===== src/rtl/sram_ctl_pkg.sv =====
package sram_ctl_pkg;

    typedef enum logic [2:0] {
        ST_IDLE,
        ST_READ,
        ST_RTURN,
        ST_WRITE,
        ST_WREC
    } seq_state_e;

    typedef struct packed {
        logic ce_n;
        logic oe_n;
        logic we_n;
        logic drive;
    } pin_ctl_t;

    localparam pin_ctl_t CTL_STANDBY = '{ce_n: 1'b1, oe_n: 1'b1, we_n: 1'b1, drive: 1'b0};
    localparam pin_ctl_t CTL_READ    = '{ce_n: 1'b0, oe_n: 1'b0, we_n: 1'b1, drive: 1'b0};
    localparam pin_ctl_t CTL_WRITE   = '{ce_n: 1'b0, oe_n: 1'b1, we_n: 1'b0, drive: 1'b1};

    // Whole cycles needed to cover a time in ns at a clock period in ps, at least one.
    function automatic int unsigned ns_to_cycles(input int unsigned ns, input int unsigned period_ps);
        int unsigned c;
        c = (ns * 1000 + period_ps - 1) / period_ps;
        return (c == 0) ? 1 : c;
    endfunction

    function automatic int unsigned max2(input int unsigned a, input int unsigned b);
        return (a > b) ? a : b;
    endfunction

    function automatic pin_ctl_t ctl_for(input seq_state_e s);
        case (s)
            ST_READ:  return CTL_READ;
            ST_WRITE: return CTL_WRITE;
            default:  return CTL_STANDBY;
        endcase
    endfunction

endpackage


===== src/rtl/sram_phase_timer.sv =====
module sram_phase_timer #(
    parameter int CNT_W = 3
) (
    input  logic             clk,
    input  logic             rst,
    input  logic             load,
    input  logic [CNT_W-1:0] load_val,
    output logic             done
);
    logic [CNT_W-1:0] cnt_q;

    always_ff @(posedge clk) begin
        if (rst) begin
            cnt_q <= '0;
        end else if (load) begin
            cnt_q <= load_val;
        end else if (cnt_q != '0) begin
            cnt_q <= cnt_q - 1'b1;
        end
    end

    assign done = (cnt_q == '0);

endmodule


===== src/rtl/sram_seq_fsm.sv =====
module sram_seq_fsm
    import sram_ctl_pkg::*;
#(
    parameter int CNT_W    = 3,
    parameter int RD_CYC   = 5,
    parameter int TURN_CYC = 3,
    parameter int WR_CYC   = 4,
    parameter int REC_CYC  = 1
) (
    input  logic             clk,
    input  logic             rst,
    input  logic             req_valid,
    input  logic             req_write,
    input  logic             phase_done,
    output logic             req_ready,
    output logic             accept,
    output logic             capture,
    output logic             tmr_load,
    output logic [CNT_W-1:0] tmr_val,
    output pin_ctl_t         ctl
);
    seq_state_e state_q, state_d;
    pin_ctl_t   ctl_q;

    always_comb begin
        state_d  = state_q;
        tmr_load = 1'b0;
        tmr_val  = '0;
        accept   = 1'b0;
        capture  = 1'b0;
        case (state_q)
            ST_IDLE: begin
                if (req_valid) begin
                    accept   = 1'b1;
                    tmr_load = 1'b1;
                    if (req_write) begin
                        state_d = ST_WRITE;
                        tmr_val = CNT_W'(WR_CYC - 1);
                    end else begin
                        state_d = ST_READ;
                        tmr_val = CNT_W'(RD_CYC - 1);
                    end
                end
            end
            ST_READ: begin
                if (phase_done) begin
                    capture  = 1'b1;
                    state_d  = ST_RTURN;
                    tmr_load = 1'b1;
                    tmr_val  = CNT_W'(TURN_CYC - 1);
                end
            end
            ST_WRITE: begin
                if (phase_done) begin
                    state_d  = ST_WREC;
                    tmr_load = 1'b1;
                    tmr_val  = CNT_W'(REC_CYC - 1);
                end
            end
            ST_RTURN, ST_WREC: begin
                if (phase_done) state_d = ST_IDLE;
            end
            default: state_d = ST_IDLE;
        endcase
    end

    always_ff @(posedge clk) begin
        if (rst) begin
            state_q <= ST_IDLE;
            ctl_q   <= CTL_STANDBY;
        end else begin
            state_q <= state_d;
            ctl_q   <= ctl_for(state_d);
        end
    end

    assign req_ready = (state_q == ST_IDLE);
    assign ctl       = ctl_q;

    // taking a request makes the controller busy on the next cycle
    p_accept_busy_r2: assert property (@(posedge clk) disable iff (rst)
        (req_valid && req_ready) |=> !req_ready);

    // whenever ready is offered, the memory sits deselected with drivers off
    p_ready_standby_r1: assert property (@(posedge clk) disable iff (rst)
        req_ready |-> (ctl_q.ce_n && ctl_q.oe_n && ctl_q.we_n && !ctl_q.drive));

endmodule


===== src/rtl/sram_datapath.sv =====
module sram_datapath #(
    parameter int ADDR_W = 15,
    parameter int DATA_W = 8
) (
    input  logic              clk,
    input  logic              rst,
    input  logic              accept,
    input  logic              capture,
    input  logic [ADDR_W-1:0] req_addr,
    input  logic [DATA_W-1:0] req_wdata,
    input  logic [DATA_W-1:0] mem_dq_in,
    output logic [ADDR_W-1:0] mem_addr,
    output logic [DATA_W-1:0] mem_dq_out,
    output logic [DATA_W-1:0] rd_data,
    output logic              rd_valid
);
    always_ff @(posedge clk) begin
        if (rst) begin
            mem_addr   <= '0;
            mem_dq_out <= '0;
            rd_data    <= '0;
            rd_valid   <= 1'b0;
        end else begin
            if (accept) begin
                mem_addr   <= req_addr;
                mem_dq_out <= req_wdata;
            end
            if (capture) rd_data <= mem_dq_in;
            rd_valid <= capture;
        end
    end

    // the read-data flag is a single-cycle pulse
    p_rdvalid_pulse_r4: assert property (@(posedge clk) disable iff (rst)
        rd_valid |=> !rd_valid);

endmodule


===== src/rtl/async_sram_ctl.sv =====
module async_sram_ctl
    import sram_ctl_pkg::*;
#(
    parameter int unsigned CLK_PS    = 4000,
    parameter int unsigned ADDR_W    = 15,
    parameter int unsigned DATA_W    = 8,
    parameter int unsigned T_AA_NS   = 20,
    parameter int unsigned T_DOE_NS  = 10,
    parameter int unsigned T_HZOE_NS = 10,
    parameter int unsigned T_PWE_NS  = 14,
    parameter int unsigned T_SD_NS   = 13,
    parameter int unsigned T_AW_NS   = 14,
    parameter int unsigned T_WC_NS   = 20
) (
    input  logic              clk,
    input  logic              rst,
    input  logic              req_valid,
    output logic              req_ready,
    input  logic              req_write,
    input  logic [ADDR_W-1:0] req_addr,
    input  logic [DATA_W-1:0] req_wdata,
    output logic              rd_valid,
    output logic [DATA_W-1:0] rd_data,
    output logic [ADDR_W-1:0] mem_addr,
    output logic              mem_ce_n,
    output logic              mem_oe_n,
    output logic              mem_we_n,
    output logic [DATA_W-1:0] mem_dq_out,
    input  logic [DATA_W-1:0] mem_dq_in,
    output logic              mem_dq_oe
);
    localparam int unsigned RD_CYC   = max2(ns_to_cycles(T_AA_NS, CLK_PS), ns_to_cycles(T_DOE_NS, CLK_PS));
    localparam int unsigned TURN_CYC = ns_to_cycles(T_HZOE_NS, CLK_PS);
    localparam int unsigned WR_CYC   = max2(ns_to_cycles(T_PWE_NS, CLK_PS),
                                            max2(ns_to_cycles(T_SD_NS, CLK_PS), ns_to_cycles(T_AW_NS, CLK_PS)));
    localparam int unsigned WC_CYC   = ns_to_cycles(T_WC_NS, CLK_PS);
    localparam int unsigned REC_CYC  = (WC_CYC > WR_CYC + 1) ? (WC_CYC - WR_CYC) : 1;
    localparam int unsigned MAX_CYC  = max2(max2(RD_CYC, TURN_CYC), max2(WR_CYC, REC_CYC));
    localparam int          CNT_W    = $clog2(MAX_CYC + 1);

    logic             accept, capture, tmr_load, phase_done;
    logic [CNT_W-1:0] tmr_val;
    pin_ctl_t         ctl;

    sram_phase_timer #(.CNT_W(CNT_W)) u_timer (
        .clk      (clk),
        .rst      (rst),
        .load     (tmr_load),
        .load_val (tmr_val),
        .done     (phase_done)
    );

    sram_seq_fsm #(
        .CNT_W    (CNT_W),
        .RD_CYC   (int'(RD_CYC)),
        .TURN_CYC (int'(TURN_CYC)),
        .WR_CYC   (int'(WR_CYC)),
        .REC_CYC  (int'(REC_CYC))
    ) u_fsm (
        .clk        (clk),
        .rst        (rst),
        .req_valid  (req_valid),
        .req_write  (req_write),
        .phase_done (phase_done),
        .req_ready  (req_ready),
        .accept     (accept),
        .capture    (capture),
        .tmr_load   (tmr_load),
        .tmr_val    (tmr_val),
        .ctl        (ctl)
    );

    sram_datapath #(.ADDR_W(int'(ADDR_W)), .DATA_W(int'(DATA_W))) u_dp (
        .clk        (clk),
        .rst        (rst),
        .accept     (accept),
        .capture    (capture),
        .req_addr   (req_addr),
        .req_wdata  (req_wdata),
        .mem_dq_in  (mem_dq_in),
        .mem_addr   (mem_addr),
        .mem_dq_out (mem_dq_out),
        .rd_data    (rd_data),
        .rd_valid   (rd_valid)
    );

    assign mem_ce_n  = ctl.ce_n;
    assign mem_oe_n  = ctl.oe_n;
    assign mem_we_n  = ctl.we_n;
    assign mem_dq_oe = ctl.drive;

    // reset releases every strobe and the drivers on the following cycle
    p_reset_release_r9: assert property (@(posedge clk)
        rst |=> (mem_ce_n && mem_oe_n && mem_we_n && !mem_dq_oe));

    // address register does not move while the chip is selected
    p_addr_stable_r8: assert property (@(posedge clk) disable iff (rst)
        (!mem_ce_n && !$past(mem_ce_n)) |-> $stable(mem_addr));

    // driven write data is steady for the whole strobe
    p_wdata_stable_r8: assert property (@(posedge clk) disable iff (rst)
        (mem_dq_oe && $past(mem_dq_oe)) |-> $stable(mem_dq_out));

    // drivers only turn on after output-enable was already high
    p_no_contention_r10: assert property (@(posedge clk) disable iff (rst)
        mem_dq_oe |-> (mem_oe_n && $past(mem_oe_n)));

endmodule


===== config.mk =====
export PLATFORM = sky130hd
export DESIGN_NAME = async_sram_ctl
export DESIGN_NICKNAME = d
export VERILOG_FILES = /design/src/rtl/sram_ctl_pkg.sv /design/src/rtl/sram_phase_timer.sv /design/src/rtl/sram_seq_fsm.sv /design/src/rtl/sram_datapath.sv /design/src/rtl/async_sram_ctl.sv
export SDC_FILE = /design/constraint.sdc
export NUM_CORES = 1
export LEC_CHECK = 0
export ABC_AREA = 1
export BUFFER_PORTS_ARGS = -buffer_cell sky130_fd_sc_hd__buf_4
export CELL_PAD_IN_SITES_DETAIL_PLACEMENT = 1
export CELL_PAD_IN_SITES_GLOBAL_PLACEMENT = 1
export CORE_UTILIZATION = 35
export DETAILED_ROUTE_END_ITERATION = 6
export GPL_TIMING_DRIVEN = 0
export PLACE_DENSITY = 0.89
export SYNTH_ARGS = -nofsm -noshare
export SYNTH_HDL_FRONTEND = slang
export SYNTH_SLANG_ARGS = --single-unit

===== constraint.sdc =====
create_clock -name clk -period 3.1 [get_ports clk]
set_input_delay 0.62 -clock clk [delete_from_list [all_inputs] [get_ports clk]]
set_output_delay 0.62 -clock clk [all_outputs]
set_load 0.03 [all_outputs]

==> results.py <==
metrics = {
    "power": {
        "power.leakage_uw": 0.00111,
        "p_per_area_nw_per_um2": 916,
        "vdd.ir_drop.worst_mv": 0.390,
    },
    "timing": {
        "fmax_mhz": 469,
        "max_slew.worst_pin.slew_ns": 0.517,
        "finClkSkew_ns": 0.00472,
        "grt_setup_unrepaired": "no",
        "relSlewSlack_pct": 65.5,
        "setup_total_negative_slack_ns": 0,
        "final-max-slew-violation-count": 0,
        "layout_min_cycle_time_ns": 2.13,
        "finalHoldViolCount": 0,
        "period_share_pct": 68.8,
        "setup-violations-final": 0,
    },
    "cts": {
        "cts_resized": 0,
        "cts-root-buf": "sky130_fd_sc_hd__clkbuf_8",
        "clock_sink_count": 42,
        "cts_tree": "yes",
        "post_cts_buffers": 0,
        "count_of_hold_buffers_inserted_by_post_cts_repair": 0,
        "cts_max_level": 2,
        "cts_max_path_buffers": 2,
        "cts_made_buffers": 5,
        "worst_setup_hold_path_clk_slew_ns": 0.08,
        "clk-insertion-delay-late_ns": 0.30,
    },
    "worst_setup_path": {
        "worst_ep_required_time_ns": 2.48,
        "reg2reg_from": "u_timer.cnt_q[0]",
        "worstPathArrival_ns": 1.51,
        "cp_top_family": "buffers and inverters",
        "worst_setup_path_end_kind": "primary output",
        "crit_start": "u_fsm.state_q[0]",
        "cp_slowest_stage_delay_ns": 0.37,
        "cell_breakdown_of_the_critical_path": "nor2_2, inv_2, nor2_4, buf_4, buf_4",
        "timing.setup.critical_path_class": "flip-flop to primary output",
        "bufs_and_invs_on_worst_path": 3,
        "setup.worst_path.start_class": "flip-flop",
        "cp_max_fanout": 10,
        "cp_common_cell": "sky130_fd_sc_hd__buf_4",
        "crit_path_top_delay_cell": "sky130_fd_sc_hd__dfxtp_1",
    },
    "route": {
        "ant_nets": 0,
        "avgRoutedWirePerCell_um": 13.7,
        "number_of_drc_violations_after_detailed_routing_iteration_0": 64,
        "routed_wirelength_mm": 4.61,
        "detailedRoute.firstPassIterationCount": 4,
        "vias": 1636,
        "remaining_drc_errors": 0,
        "viasPerCell": 4.87,
    },
    "yosys": {
        "synthesis.instances": 207,
        "syn_area_um2": 1640,
        "ys_ff_latch": 42,
        "netlist.top_cell.by_area": "sky130_fd_sc_hd__dfxtp_1",
        "postSynthAreaPerCell_um2": 7.91,
        "count_leader_synth": "sky130_fd_sc_hd__dfxtp_1",
        "post_synth_main_area_contributors": "sky130_fd_sc_hd__dfxtp_1 51%, sky130_fd_sc_hd__nand2_1 8.5%, sky130_fd_sc_hd__nand3_1 7.6%",
        "asyncSetResetFlopFracSynth_pct": 0,
        "synth_commonest_cells": "42 x sky130_fd_sc_hd__dfxtp_1, 37 x sky130_fd_sc_hd__nand2_1, 26 x sky130_fd_sc_hd__nor2_1",
        "synth-edff-count": 0,
        "yosys.area.top_type_share_pct": 51.4,
        "synthesis.yosys.warnings": 0,
        "syn_nets": 244,
        "dominantRegCellSynth": "sky130_fd_sc_hd__dfxtp_1",
        "synth.distinct_cells": 25,
        "ys_seq_area_share_pct": 51.4,
    },
    "floorplan": {
        "design.die.area_um2": 4950,
        "die_width_um": 70.4,
        "design.core.area_um2": 4410,
        "std_cell_rows": 24,
        "initial_utilization_pct": 37.1,
        "chipHeight_um": 70.4,
        "num_io_pins": 72,
    },
    "place": {
        "post-dp-hpwl_mm": 3.40,
        "placedInstanceArea_um2": 2220,
        "gp_congestion": 0.741,
        "io_buffer_count": 69,
    },
    "layout": {
        "drive_gt1_share_pct": 33.1,
        "final_design_area_no_fill_um2": 2310,
        "regArea_um2": 841,
        "post-route-util_pct": 52.4,
        "num_antenna_cells": 0,
        "nFillCells": 562,
        "synthToLayoutAreaGrowth_pct": 41.4,
        "multiInputGateArea_um2": 664,
        "nNetsFinal": 320,
    },
    "grt": {
        "grt_antenna_before_repair": 0,
        "grt_pass1_vias": 1703,
        "gr-total-overflow": 0,
        "grt_first_pass_wirelength_mm": 7.80,
        "globalRouteTotalUtil_pct": 19.9,
        "pin_count_of_the_biggest_net_entering_global_routing": 14,
    },
    "job": {
        "max_cap_violations": 0,
    },
    "worst_hold_path": {
        "hold_path_startpoint": "u_dp.mem_dq_out[4]",
        "worstHoldPathType": "flip-flop to flip-flop",
    },
    "run_status": {
        "outcome": "complete, no violations",
    },
}
## stage by stage
| step | hold WS (ns) | std cells | power (uW) | worst slack, ns |
|---|---|---|---|---|
| 3_3_place_gp | 0.453 | 328 | 1710 | 1.36 |
| 5_1_grt | 0.491 | 336 | 2270 | 0.902 |
| 4_1_cts | 0.469 | 336 | 2140 | 0.962 |
| 6_report | 0.468 | 336 | 2120 | 0.968 |
| 2_1_floorplan | 0.513 | 207 | 1420 | 1.48 |
| 3_5_place_dp | 0.456 | 328 | 1750 | 1.31 |
## final timing paths
path	endpoint	slack, ns	depth (start not counted)
setup reg to reg	u_fsm.ctl[2]	1.31	7
hold reg to reg	u_dp.mem_dq_out[4]	0.47	2
hold / removal	u_dp.mem_dq_out[4]	0.47	2
setup / recovery	req_ready	0.97	5
## routing by layer
metal  global-route usage (%)  vias to the layer above  wire length [um]
met5                        0                        -                 0
met4                     6.22                        0                74
met3                     5.34                        8               251
met2                     35.0                       49              2250
met1                     23.2                      755              2040
li1                         -                      824                 -
## state kept, by name, summed over array words and instances, names as in the netlist
name	flops
u_dp.mem_addr	15
u_dp.mem_dq_out	8
u_dp.rd_data	8
u_fsm.ctl	4
u_fsm.state_q	3
u_timer.cnt_q	3
u_dp.rd_valid	1
## worst min-delay path: stages, from the launching register on
cell and delay (ns):
sky130_fd_sc_hd__dfxtp_1 0.31, sky130_fd_sc_hd__nand2_1 0.06, sky130_fd_sc_hd__a21oi_1 0.05
## cells by family (layout without fill, tap and decap cells)
group	Yosys count	in the layout	share of synthesized area, %
compound gates	33	33	10.4
fa+ha+maj	2	2	1.53
buf+inv	29	106	8.03
flops	42	42	51.4
simple gates	101	101	28.7
## report_power, final
part           switching, uW  internal, uW  total, uW
clock                    191           184        375
sequential              70.1           664        734
combinational            644           368       1010
total                    906          1220       2120
## placed cells by master (no fill, tap or decap)
| cell | Yosys | layout |
|---|---|---|
| sky130_fd_sc_hd__a21oi_1 | 23 | 23 |
| sky130_fd_sc_hd__buf_2 | 2 | 2 |
| sky130_fd_sc_hd__buf_4 | 3 | 72 |
| sky130_fd_sc_hd__buf_6 | 1 | 1 |
| sky130_fd_sc_hd__clkbuf_1 | 6 | 7 |
| sky130_fd_sc_hd__clkbuf_2 | 1 | 1 |
| sky130_fd_sc_hd__clkbuf_8 | 0 | 6 |
| sky130_fd_sc_hd__dfxtp_1 | 42 | 42 |
| sky130_fd_sc_hd__ha_1 | 2 | 2 |
| sky130_fd_sc_hd__inv_1 | 13 | 13 |
| sky130_fd_sc_hd__inv_2 | 3 | 3 |
| sky130_fd_sc_hd__inv_6 | 0 | 1 |
| sky130_fd_sc_hd__nand2_1 | 37 | 37 |
| sky130_fd_sc_hd__nand2_2 | 1 | 1 |
| sky130_fd_sc_hd__nand3_1 | 25 | 25 |
| sky130_fd_sc_hd__nand3_2 | 1 | 1 |
| sky130_fd_sc_hd__nand3_4 | 1 | 1 |
| sky130_fd_sc_hd__nand3b_1 | 1 | 1 |
| sky130_fd_sc_hd__nand4_1 | 4 | 4 |
| sky130_fd_sc_hd__nor2_1 | 26 | 26 |
| sky130_fd_sc_hd__nor2_2 | 1 | 1 |
| sky130_fd_sc_hd__nor2_4 | 2 | 2 |
| sky130_fd_sc_hd__o21ai_0 | 8 | 8 |
| sky130_fd_sc_hd__o21ai_2 | 1 | 1 |
| sky130_fd_sc_hd__o22ai_1 | 1 | 1 |
| sky130_fd_sc_hd__or2_1 | 1 | 1 |
| sky130_fd_sc_hd__or2_2 | 1 | 1 |
## layout make-up
cell class                 instances  area share (%)
sequential                        42            36.3
clock buffer                       7            3.73
buffer                            13            3.08
timing repair buffer              69            22.4
clock inverter                     1           0.378
multi-input combinational        136            28.7
tap                               52            2.81
inverter                          16            2.59
Power figures use the tool's default switching activity.
